**config.mk**
```make
export PLATFORM = sky130hd
export DESIGN_NAME = uart_cmd_ctrl
export DESIGN_NICKNAME = d
export VERILOG_FILES = /design/src/rtl/ucmd_pkg.sv /design/src/rtl/ucmd_parser.sv /design/src/rtl/ucmd_responder.sv /design/src/rtl/uart_cmd_ctrl.sv
export SDC_FILE = /design/constraint.sdc
export NUM_CORES = 1
export LEC_CHECK = 0
export ABC_AREA = 0
export ABC_CLOCK_PERIOD_IN_PS = 4100
export BUFFER_PORTS_ARGS = -buffer_cell sky130_fd_sc_hd__buf_2
export CORE_UTILIZATION = 60
export CTS_CLUSTER_DIAMETER = 120
export DETAILED_ROUTE_END_ITERATION = 10
export GPL_TIMING_DRIVEN = 0
export PLACE_DENSITY = 0.9
export RECOVER_POWER = 50
export SETUP_SLACK_MARGIN = 0.2
export SYNTH_ARGS = -nofsm -noshare
export SYNTH_HDL_FRONTEND = slang
export SYNTH_SLANG_ARGS = --single-unit
```
**constraint.sdc**
```tcl
create_clock -name clk -period 4.1 [get_ports clk]
set_clock_uncertainty 0.15 [all_clocks]
set_input_delay 0.615 -clock clk [delete_from_list [all_inputs] [get_ports clk]]
set_output_delay 0.615 -clock clk [all_outputs]
set_load 0.005 [all_outputs]
```
**src/rtl/ucmd_pkg.sv**
```systemverilog
package ucmd_pkg;
  localparam logic [7:0] CH_CR = 8'h0D;
  localparam logic [7:0] CH_SP = 8'h20;
  localparam logic [7:0] CH_R  = 8'h52;
  localparam logic [7:0] CH_W  = 8'h57;
  localparam logic [7:0] CH_O  = 8'h4F;
  localparam logic [7:0] CH_K  = 8'h4B;
  localparam logic [7:0] CH_E  = 8'h45;

  typedef enum logic [1:0] {RSP_WORD, RSP_OK, RSP_ERR, RSP_DUMP} rsp_kind_t;

  // Digit test for 0-9, A-F, a-f
  function automatic logic is_hex(input logic [7:0] c);
    return (c >= 8'h30 && c <= 8'h39) || (c >= 8'h41 && c <= 8'h46) ||
           (c >= 8'h61 && c <= 8'h66);
  endfunction

  function automatic logic [3:0] hex_val(input logic [7:0] c);
    logic [7:0] t;
    if (c <= 8'h39)      t = c - 8'h30;
    else if (c <= 8'h46) t = c - 8'h37;
    else                 t = c - 8'h57;
    return t[3:0];
  endfunction

  // Upper-case ASCII for a nibble
  function automatic logic [7:0] nib_ascii(input logic [3:0] n);
    return (n < 4'd10) ? (8'h30 + {4'h0, n}) : (8'h37 + {4'h0, n});
  endfunction
endpackage

```
**src/rtl/ucmd_parser.sv**
```systemverilog
module ucmd_parser
  import ucmd_pkg::*;
(
  input  logic        clk,
  input  logic        rst_n,
  input  logic        rx_valid,
  input  logic [7:0]  rx_byte,
  input  logic        busy,
  output logic        rd_fire,
  output logic        wr_fire,
  output logic        err_fire,
  output logic [15:0] cmd_addr,
  output logic [15:0] cmd_data
);
  logic [3:0]  pos, pos_n;
  logic        is_wr, is_wr_n;
  logic [15:0] addr_n, data_n;
  logic        rd_e, wr_e, er_e, bad;
  logic        take;

  assign take = rx_valid && !busy;

  always_comb begin
    pos_n   = pos;
    is_wr_n = is_wr;
    addr_n  = cmd_addr;
    data_n  = cmd_data;
    rd_e    = 1'b0;
    wr_e    = 1'b0;
    er_e    = 1'b0;
    bad     = 1'b0;
    if (take) begin
      if (pos == 4'd0) begin
        if (rx_byte == CH_R)      is_wr_n = 1'b0;
        else if (rx_byte == CH_W) is_wr_n = 1'b1;
        else                      bad = 1'b1;
      end else if (pos == 4'd1 || (pos == 4'd6 && is_wr)) begin
        bad = (rx_byte != CH_SP);
      end else if (pos >= 4'd2 && pos <= 4'd5) begin
        bad    = !is_hex(rx_byte);
        addr_n = {cmd_addr[11:0], hex_val(rx_byte)};
      end else if (pos >= 4'd7 && pos <= 4'd10) begin
        bad    = !is_hex(rx_byte);
        data_n = {cmd_data[11:0], hex_val(rx_byte)};
      end else begin
        bad = (rx_byte != CH_CR);
      end
      if (bad) begin
        er_e  = 1'b1;
        pos_n = 4'd0;
      end else if (pos == 4'd6 && !is_wr) begin
        rd_e  = 1'b1;
        pos_n = 4'd0;
      end else if (pos == 4'd11) begin
        wr_e  = 1'b1;
        pos_n = 4'd0;
      end else begin
        pos_n = pos + 4'd1;
      end
    end
  end

  always_ff @(posedge clk) begin
    if (!rst_n) begin
      pos      <= '0;
      is_wr    <= 1'b0;
      cmd_addr <= '0;
      cmd_data <= '0;
      rd_fire  <= 1'b0;
      wr_fire  <= 1'b0;
      err_fire <= 1'b0;
    end else begin
      pos      <= pos_n;
      is_wr    <= is_wr_n;
      cmd_addr <= addr_n;
      cmd_data <= data_n;
      rd_fire  <= rd_e;
      wr_fire  <= wr_e;
      err_fire <= er_e;
    end
  end

  // one command outcome per cycle at most
  p_one_event_r8: assert property (@(posedge clk) disable iff (!rst_n)
    $onehot0({rd_fire, wr_fire, err_fire}));
  // bytes seen while busy leave the parse position untouched
  p_drop_busy_r11: assert property (@(posedge clk) disable iff (!rst_n)
    busy |=> $stable(pos));
endmodule

```
**src/rtl/ucmd_responder.sv**
```systemverilog
module ucmd_responder
  import ucmd_pkg::*;
#(
  parameter int SAMPLES = 4096,
  localparam int AW = $clog2(SAMPLES)
) (
  input  logic          clk,
  input  logic          rst_n,
  input  logic          start,
  input  rsp_kind_t     kind,
  input  logic [15:0]   word,
  input  logic          dual_mode,
  input  logic          tx_ready,
  input  logic [15:0]   mem_rdata,
  output logic          tx_valid,
  output logic [7:0]    tx_byte,
  output logic [AW-1:0] mem_addr,
  output logic          mem_chan,
  output logic          busy
);
  typedef enum logic [1:0] {ST_IDLE, ST_SEQ, ST_DUMP} st_t;
  localparam logic [AW:0] LAST1 = (AW+1)'(SAMPLES - 1);
  localparam logic [AW:0] LAST2 = (AW+1)'(2 * SAMPLES - 1);

  st_t        state;
  logic [7:0] seq_b [5];
  logic [2:0] seq_len, seq_idx;
  logic [AW:0] samp;
  logic       phase, dual_q;
  logic       tx_acc, samp_last;

  assign busy      = (state != ST_IDLE);
  assign tx_valid  = busy;
  assign tx_acc    = tx_valid && tx_ready;
  assign samp_last = dual_q ? (samp == LAST2) : (samp == LAST1);
  assign mem_addr  = dual_q ? samp[AW:1] : samp[AW-1:0];
  assign mem_chan  = dual_q & samp[0];

  always_comb begin
    case (state)
      ST_DUMP: tx_byte = phase ? mem_rdata[7:0] : mem_rdata[15:8];
      ST_SEQ:  tx_byte = seq_b[seq_idx];
      default: tx_byte = 8'h00;
    endcase
  end

  always_ff @(posedge clk) begin
    if (!rst_n) begin
      state   <= ST_IDLE;
      seq_len <= '0;
      seq_idx <= '0;
      samp    <= '0;
      phase   <= 1'b0;
      dual_q  <= 1'b0;
      for (int i = 0; i < 5; i++) seq_b[i] <= 8'h00;
    end else begin
      case (state)
        ST_IDLE: if (start) begin
          seq_idx <= '0;
          case (kind)
            RSP_WORD: begin
              seq_b[0] <= nib_ascii(word[15:12]);
              seq_b[1] <= nib_ascii(word[11:8]);
              seq_b[2] <= nib_ascii(word[7:4]);
              seq_b[3] <= nib_ascii(word[3:0]);
              seq_b[4] <= CH_CR;
              seq_len  <= 3'd5;
              state    <= ST_SEQ;
            end
            RSP_OK: begin
              seq_b[0] <= CH_O;
              seq_b[1] <= CH_K;
              seq_len  <= 3'd2;
              state    <= ST_SEQ;
            end
            RSP_ERR: begin
              seq_b[0] <= CH_E;
              seq_b[1] <= CH_R;
              seq_len  <= 3'd2;
              state    <= ST_SEQ;
            end
            default: begin
              samp   <= '0;
              phase  <= 1'b0;
              dual_q <= dual_mode;
              state  <= ST_DUMP;
            end
          endcase
        end
        ST_SEQ: if (tx_acc) begin
          if (seq_idx == seq_len - 3'd1) state <= ST_IDLE;
          seq_idx <= seq_idx + 3'd1;
        end
        ST_DUMP: if (tx_acc) begin
          phase <= ~phase;
          if (phase) begin
            samp <= samp + 1'b1;
            if (samp_last) state <= ST_IDLE;
          end
        end
        default: state <= ST_IDLE;
      endcase
    end
  end

  // an offered byte is held until accepted
  p_tx_hold_r10: assert property (@(posedge clk) disable iff (!rst_n)
    tx_valid && !tx_ready |=> tx_valid && $stable(tx_byte));
  // both bytes of one sample come from the same buffer location
  p_pair_addr_r6: assert property (@(posedge clk) disable iff (!rst_n)
    (state == ST_DUMP) && tx_acc && !phase |=> $stable(mem_addr) && $stable(mem_chan));
  // single mode never touches the second channel
  p_single_chan_r7: assert property (@(posedge clk) disable iff (!rst_n)
    (state == ST_DUMP) && !dual_q |-> !mem_chan);
  // a new reply is only ever started from idle
  p_start_idle_r11: assert property (@(posedge clk) disable iff (!rst_n)
    start |-> state == ST_IDLE);
endmodule

```
**src/rtl/uart_cmd_ctrl.sv**
```systemverilog
module uart_cmd_ctrl
  import ucmd_pkg::*;
#(
  parameter int          SAMPLES  = 4096,
  parameter int          NUM_REGS = 4,
  parameter logic [15:0] REG_BASE = 16'h0010,
  parameter logic [3:0]  FAMILY   = 4'h2,
  parameter logic [3:0]  VER_MAJ  = 4'h1,
  parameter logic [7:0]  VER_MIN  = 8'h00,
  localparam int AW = $clog2(SAMPLES),
  localparam int IW = (NUM_REGS > 1) ? $clog2(NUM_REGS) : 1
) (
  input  logic          clk,
  input  logic          rst_n,
  input  logic          rx_valid,
  input  logic [7:0]    rx_byte,
  input  logic          tx_ready,
  output logic          tx_valid,
  output logic [7:0]    tx_byte,
  input  logic          dual_mode,
  output logic [AW-1:0] mem_addr,
  output logic          mem_chan,
  input  logic [15:0]   mem_rdata
);
  localparam logic [15:0] VER_WORD  = {FAMILY, VER_MAJ, VER_MIN};
  localparam logic [15:0] VER_ADDR  = 16'h0000;
  localparam logic [15:0] DUMP_ADDR = 16'h0001;

  logic        rd_fire, wr_fire, err_fire, busy;
  logic [15:0] cmd_addr, cmd_data, off;
  logic        hit, rsp_start;
  logic [IW-1:0] idx;
  rsp_kind_t   rsp_kind;
  logic [15:0] rsp_word;
  logic [15:0] regs [NUM_REGS];

  ucmd_parser u_parser (
    .clk(clk), .rst_n(rst_n), .rx_valid(rx_valid), .rx_byte(rx_byte),
    .busy(busy), .rd_fire(rd_fire), .wr_fire(wr_fire), .err_fire(err_fire),
    .cmd_addr(cmd_addr), .cmd_data(cmd_data)
  );

  assign off = cmd_addr - REG_BASE;
  assign hit = (cmd_addr >= REG_BASE) && (off < 16'(NUM_REGS));
  assign idx = off[IW-1:0];
  assign rsp_start = rd_fire | wr_fire | err_fire;

  always_comb begin
    rsp_kind = RSP_ERR;
    rsp_word = 16'h0000;
    if (rd_fire) begin
      if (cmd_addr == VER_ADDR) begin
        rsp_kind = RSP_WORD;
        rsp_word = VER_WORD;
      end else if (cmd_addr == DUMP_ADDR) begin
        rsp_kind = RSP_DUMP;
      end else if (hit) begin
        rsp_kind = RSP_WORD;
        rsp_word = regs[idx];
      end
    end else if (wr_fire && hit) begin
      rsp_kind = RSP_OK;
    end
  end

  for (genvar g = 0; g < NUM_REGS; g++) begin : g_reg
    always_ff @(posedge clk) begin
      if (!rst_n)                                  regs[g] <= 16'h0000;
      else if (wr_fire && hit && idx == IW'(g))    regs[g] <= cmd_data;
    end
  end

  ucmd_responder #(.SAMPLES(SAMPLES)) u_resp (
    .clk(clk), .rst_n(rst_n), .start(rsp_start), .kind(rsp_kind),
    .word(rsp_word), .dual_mode(dual_mode), .tx_ready(tx_ready),
    .mem_rdata(mem_rdata), .tx_valid(tx_valid), .tx_byte(tx_byte),
    .mem_addr(mem_addr), .mem_chan(mem_chan), .busy(busy)
  );

  // a write never targets anything but the scratch window
  p_write_window_r3: assert property (@(posedge clk) disable iff (!rst_n)
    wr_fire && !hit |-> rsp_kind == RSP_ERR);
  // nothing is offered in the cycle right after reset
  p_quiet_reset_r1: assert property (@(posedge clk)
    !rst_n |=> !tx_valid);
endmodule

```
==> results_dict.tcl <==
set metrics [dict create \
    status "finished, violations left" \
    violations "max-capacitance violations, max-slew violations" \
    antenna_found_initial 0 \
    htreeDepth 4 \
    netlist_area_sq_um 8040 \
    clockPowerShare 0.435 \
    cellInternalPower_mw 2.84 \
    grt_pass1_vias 5994 \
    die_area_sq_um 13900 \
    firstDrtPassIters 5 \
    final_common_cell "edfxtp_1" \
    port_buffers 47 \
    grt_max_degree 17 \
    syn_nets 804 \
    detail_route.vias_per_cell 6.12 \
    grt-ovfl-total 0 \
    first_iter_violations 618 \
    avgRoutedWirePerCell_microns 19.1 \
    syn_inst 752 \
    synth-edff-count 84 \
    crit_required_ns 4.31 \
    drive_above_1_share 0.172 \
    postSynthAreaPerCell_sq_um 10.7 \
    min_period_ns 3.84 \
    via_count 6176 \
    area_growth_pct 14.2 \
    final_cell_mix "edfxtp_1, nand2_1, dfxtp_1" \
    drv_cap 1 \
    grt_pass1_wl_microns 30600 \
    yosys_most_used_dff "edfxtp_1" \
    path_cells "or4_4 > or4_4 > or4_1 > a21boi_1 > inv_1 > ha_2 > o311ai_4 > mux2i_1 > nand4_1 > buf_4 > or3_1 > a21oi_1" \
    sw_frac_of_total 0.238 \
    critPathLaunchType "flop" \
    core_area_sq_um 12800 \
    cp_common_cell "or4_4" \
    timing.hold.ws_ns 0.313 \
    ys_async_sr_fraction 0 \
    cp_max_fo 7 \
    crit_path_end_kind "flop" \
    synthDistinctLibCells 66 \
    totalPowerFinal_mw 3.72 \
    ant_nets 0 \
    cpPeakStageDelay_ns 0.58 \
    fin_nets 876 \
    track_usage 0.286 \
    dp_slack_ns -0.0242 \
    crit_buf_inv 2 \
    pwr-share-seq 0.471 \
    hold_class "input port to flop" \
    cts-root-buf "clkbuf_16" \
    power_switching_mw 0.886 \
    cp.arrival_ns 4.06 \
    antenna_cells 0 \
    fin_util 0.716 \
    insertion_delay_ns 0.44 \
    rows 41 \
    max_freq_mhz 260 \
    ys_warn_count 0 \
    die_height_microns 118 \
    clock_path_buffers 2 \
    hold_viol 0 \
    place_congestion 0.858 \
    rsz0062_at_grt "yes" \
    irDropWorstVdd_mv 0.368 \
    slowest_stage "or4_4" \
    post-route-worst-setup-slack_ns 0.256 \
    clock-sinks 158 \
    synth-seq-cells 158 \
    placed_area_sq_um 8550 \
    slew_violations 8 \
    drcViolationCount 0 \
    worstSetupPathType "flop to flop" \
    dp_hpwl_microns 12900 \
    clk_pin_slew_ns 0.06 \
    num-fill-cells 857 \
    cts_buffers 17 \
    path_delay_family "simple AND/OR/NAND/NOR gates" \
    pwr-share-comb 0.093 \
    die_w_microns 118 \
    start_util 0.627 \
    leakagePower_nw 3.28 \
    drt_wl_total_microns 19300 \
    io_pins 51 \
    design_area_sq_um 9180 \
    cts_tree "yes" \
    min_period_over_period 0.938 \
    slew_headroom -0.159 \
    setup_viol 0 \
    worstMarginPinSlew_ns 1.70 \
    ys_seq_area_frac 0.498 \
    p_per_area_nw_per_um2 405 \
]
## what timing repair did
action	4_1_cts	5_1_grt
setup buffers	2	2
setup endpoints to repair	19	44
pin swaps	1	0
gates resized for setup	2	10
hold endpoints to repair	0	0
hold buffers	0	0
cloned	0	0
## per-stage QoR
stage                     instances  TNS [ns]
after floorplan                 752         0
after global placement          971         0
after CTS                      1007         0
final                          1009         0
after global routing           1009         0
after detailed placement        973   -0.0788
## cell usage after synthesis, drive strengths merged, types with 3 or more instances
| library cell | n | area share |
|---|---|---|
| a22oi | 7 | 0.0065 |
| o22ai | 4 | 0.0031 |
| or4 | 6 | 0.0065 |
| and2 | 72 | 0.056 |
| or3 | 7 | 0.0054 |
| nand2b | 5 | 0.0039 |
| edfxtp | 84 | 0.31 |
| mux4 | 23 | 0.064 |
| clkbuf | 32 | 0.015 |
| a2111oi | 3 | 0.0040 |
| inv | 20 | 0.0093 |
| nor2b | 18 | 0.014 |
| o21ai | 23 | 0.014 |
| dfxtp | 74 | 0.18 |
| mux2i | 22 | 0.027 |
| o21a | 6 | 0.0056 |
| and3 | 6 | 0.0047 |
| buf | 8 | 0.0048 |
| a211oi | 9 | 0.0084 |
| mux2 | 19 | 0.027 |
| nand4b | 3 | 0.0033 |
| nor2 | 58 | 0.028 |
| nand2 | 79 | 0.037 |
| xnor2 | 16 | 0.017 |
| nand4 | 6 | 0.0047 |
| a31oi | 7 | 0.0054 |
| ha | 23 | 0.036 |
| xor2 | 7 | 0.0076 |
| a21oi | 39 | 0.024 |
| nor3 | 18 | 0.012 |
| nand3 | 11 | 0.0068 |
| nor4 | 5 | 0.0047 |
## state kept, by name, indices dropped and copies added, names as in the netlist, 2 cells and up, named ones only
signal and cells:
u_resp.seq_len 2, u_resp.seq_b 29, u_resp.samp 13, u_resp.seq_idx 3, u_parser.cmd_addr 16, u_parser.cmd_data 16
u_parser.pos 4, u_resp.state 2, regs 64
## final cells by class
cell class,instances,area (sq um),share of cell area
flip-flops and latches,158,4000,0.436
multi-input cells,534,3840,0.419
clock buffers,20,447,0.0487
well taps,172,215,0.0234
inverters,20,75.1,0.00818
repair buffers,53,282,0.0307
plain buffers,40,156,0.0170
clock inverters,12,160,0.0174
## worst paths after layout
| kind | startpoint | end | slack [ns] | cells past startpoint |
|---|---|---|---|---|
| hold / removal | dual_mode | u_resp.dual_q | 0.31 | 3 |
| hold reg to reg | u_parser.cmd_addr[11] | u_parser.cmd_addr[15] | 0.33 | 2 |
| setup reg to reg | u_parser.cmd_addr[4] | u_resp.samp[5] | 0.26 | 12 |
| setup / recovery | u_parser.cmd_addr[4] | u_resp.samp[5] | 0.26 | 12 |
## cell families after synthesis
kind of cell | share of synthesized area
and+or+nand+nor | 0.199
DFF | 0.498
adders and majority gates | 0.0358
AOI/OAI and AO/OA | 0.0941
muxes | 0.118
xor gates and xnor gates | 0.0251
buffers and inverters | 0.0296
## power groups by stage
stage | Sequential (mW) | Clock (mW) | Combinational, mW
finish | 1.75 | 1.62 | 0.348
global route | 1.76 | 1.69 | 0.374
CTS | 1.75 | 1.63 | 0.339
detailed placement | 1.78 | 0 | 0.334
global placement | 1.78 | 0 | 0.320
floorplan | 1.77 | 0 | 0.239
## worst min-delay path, cell delays in order
cell and delay (ns):
buf_2 0.11, nand3_1 0.07, a21oi_1 0.05
## metal layers
metal | track usage | up-vias | part of all wire
met3 | 0.0712 | 43 | 0.075
li1 | - | 2852 | -
met4 | 0.0841 | 0 | 0.017
met2 | 0.510 | 315 | 0.51
met5 | 0 | - | 0
met1 | 0.341 | 2966 | 0.39
No activity file was read; power rests on OpenSTA's default activity.
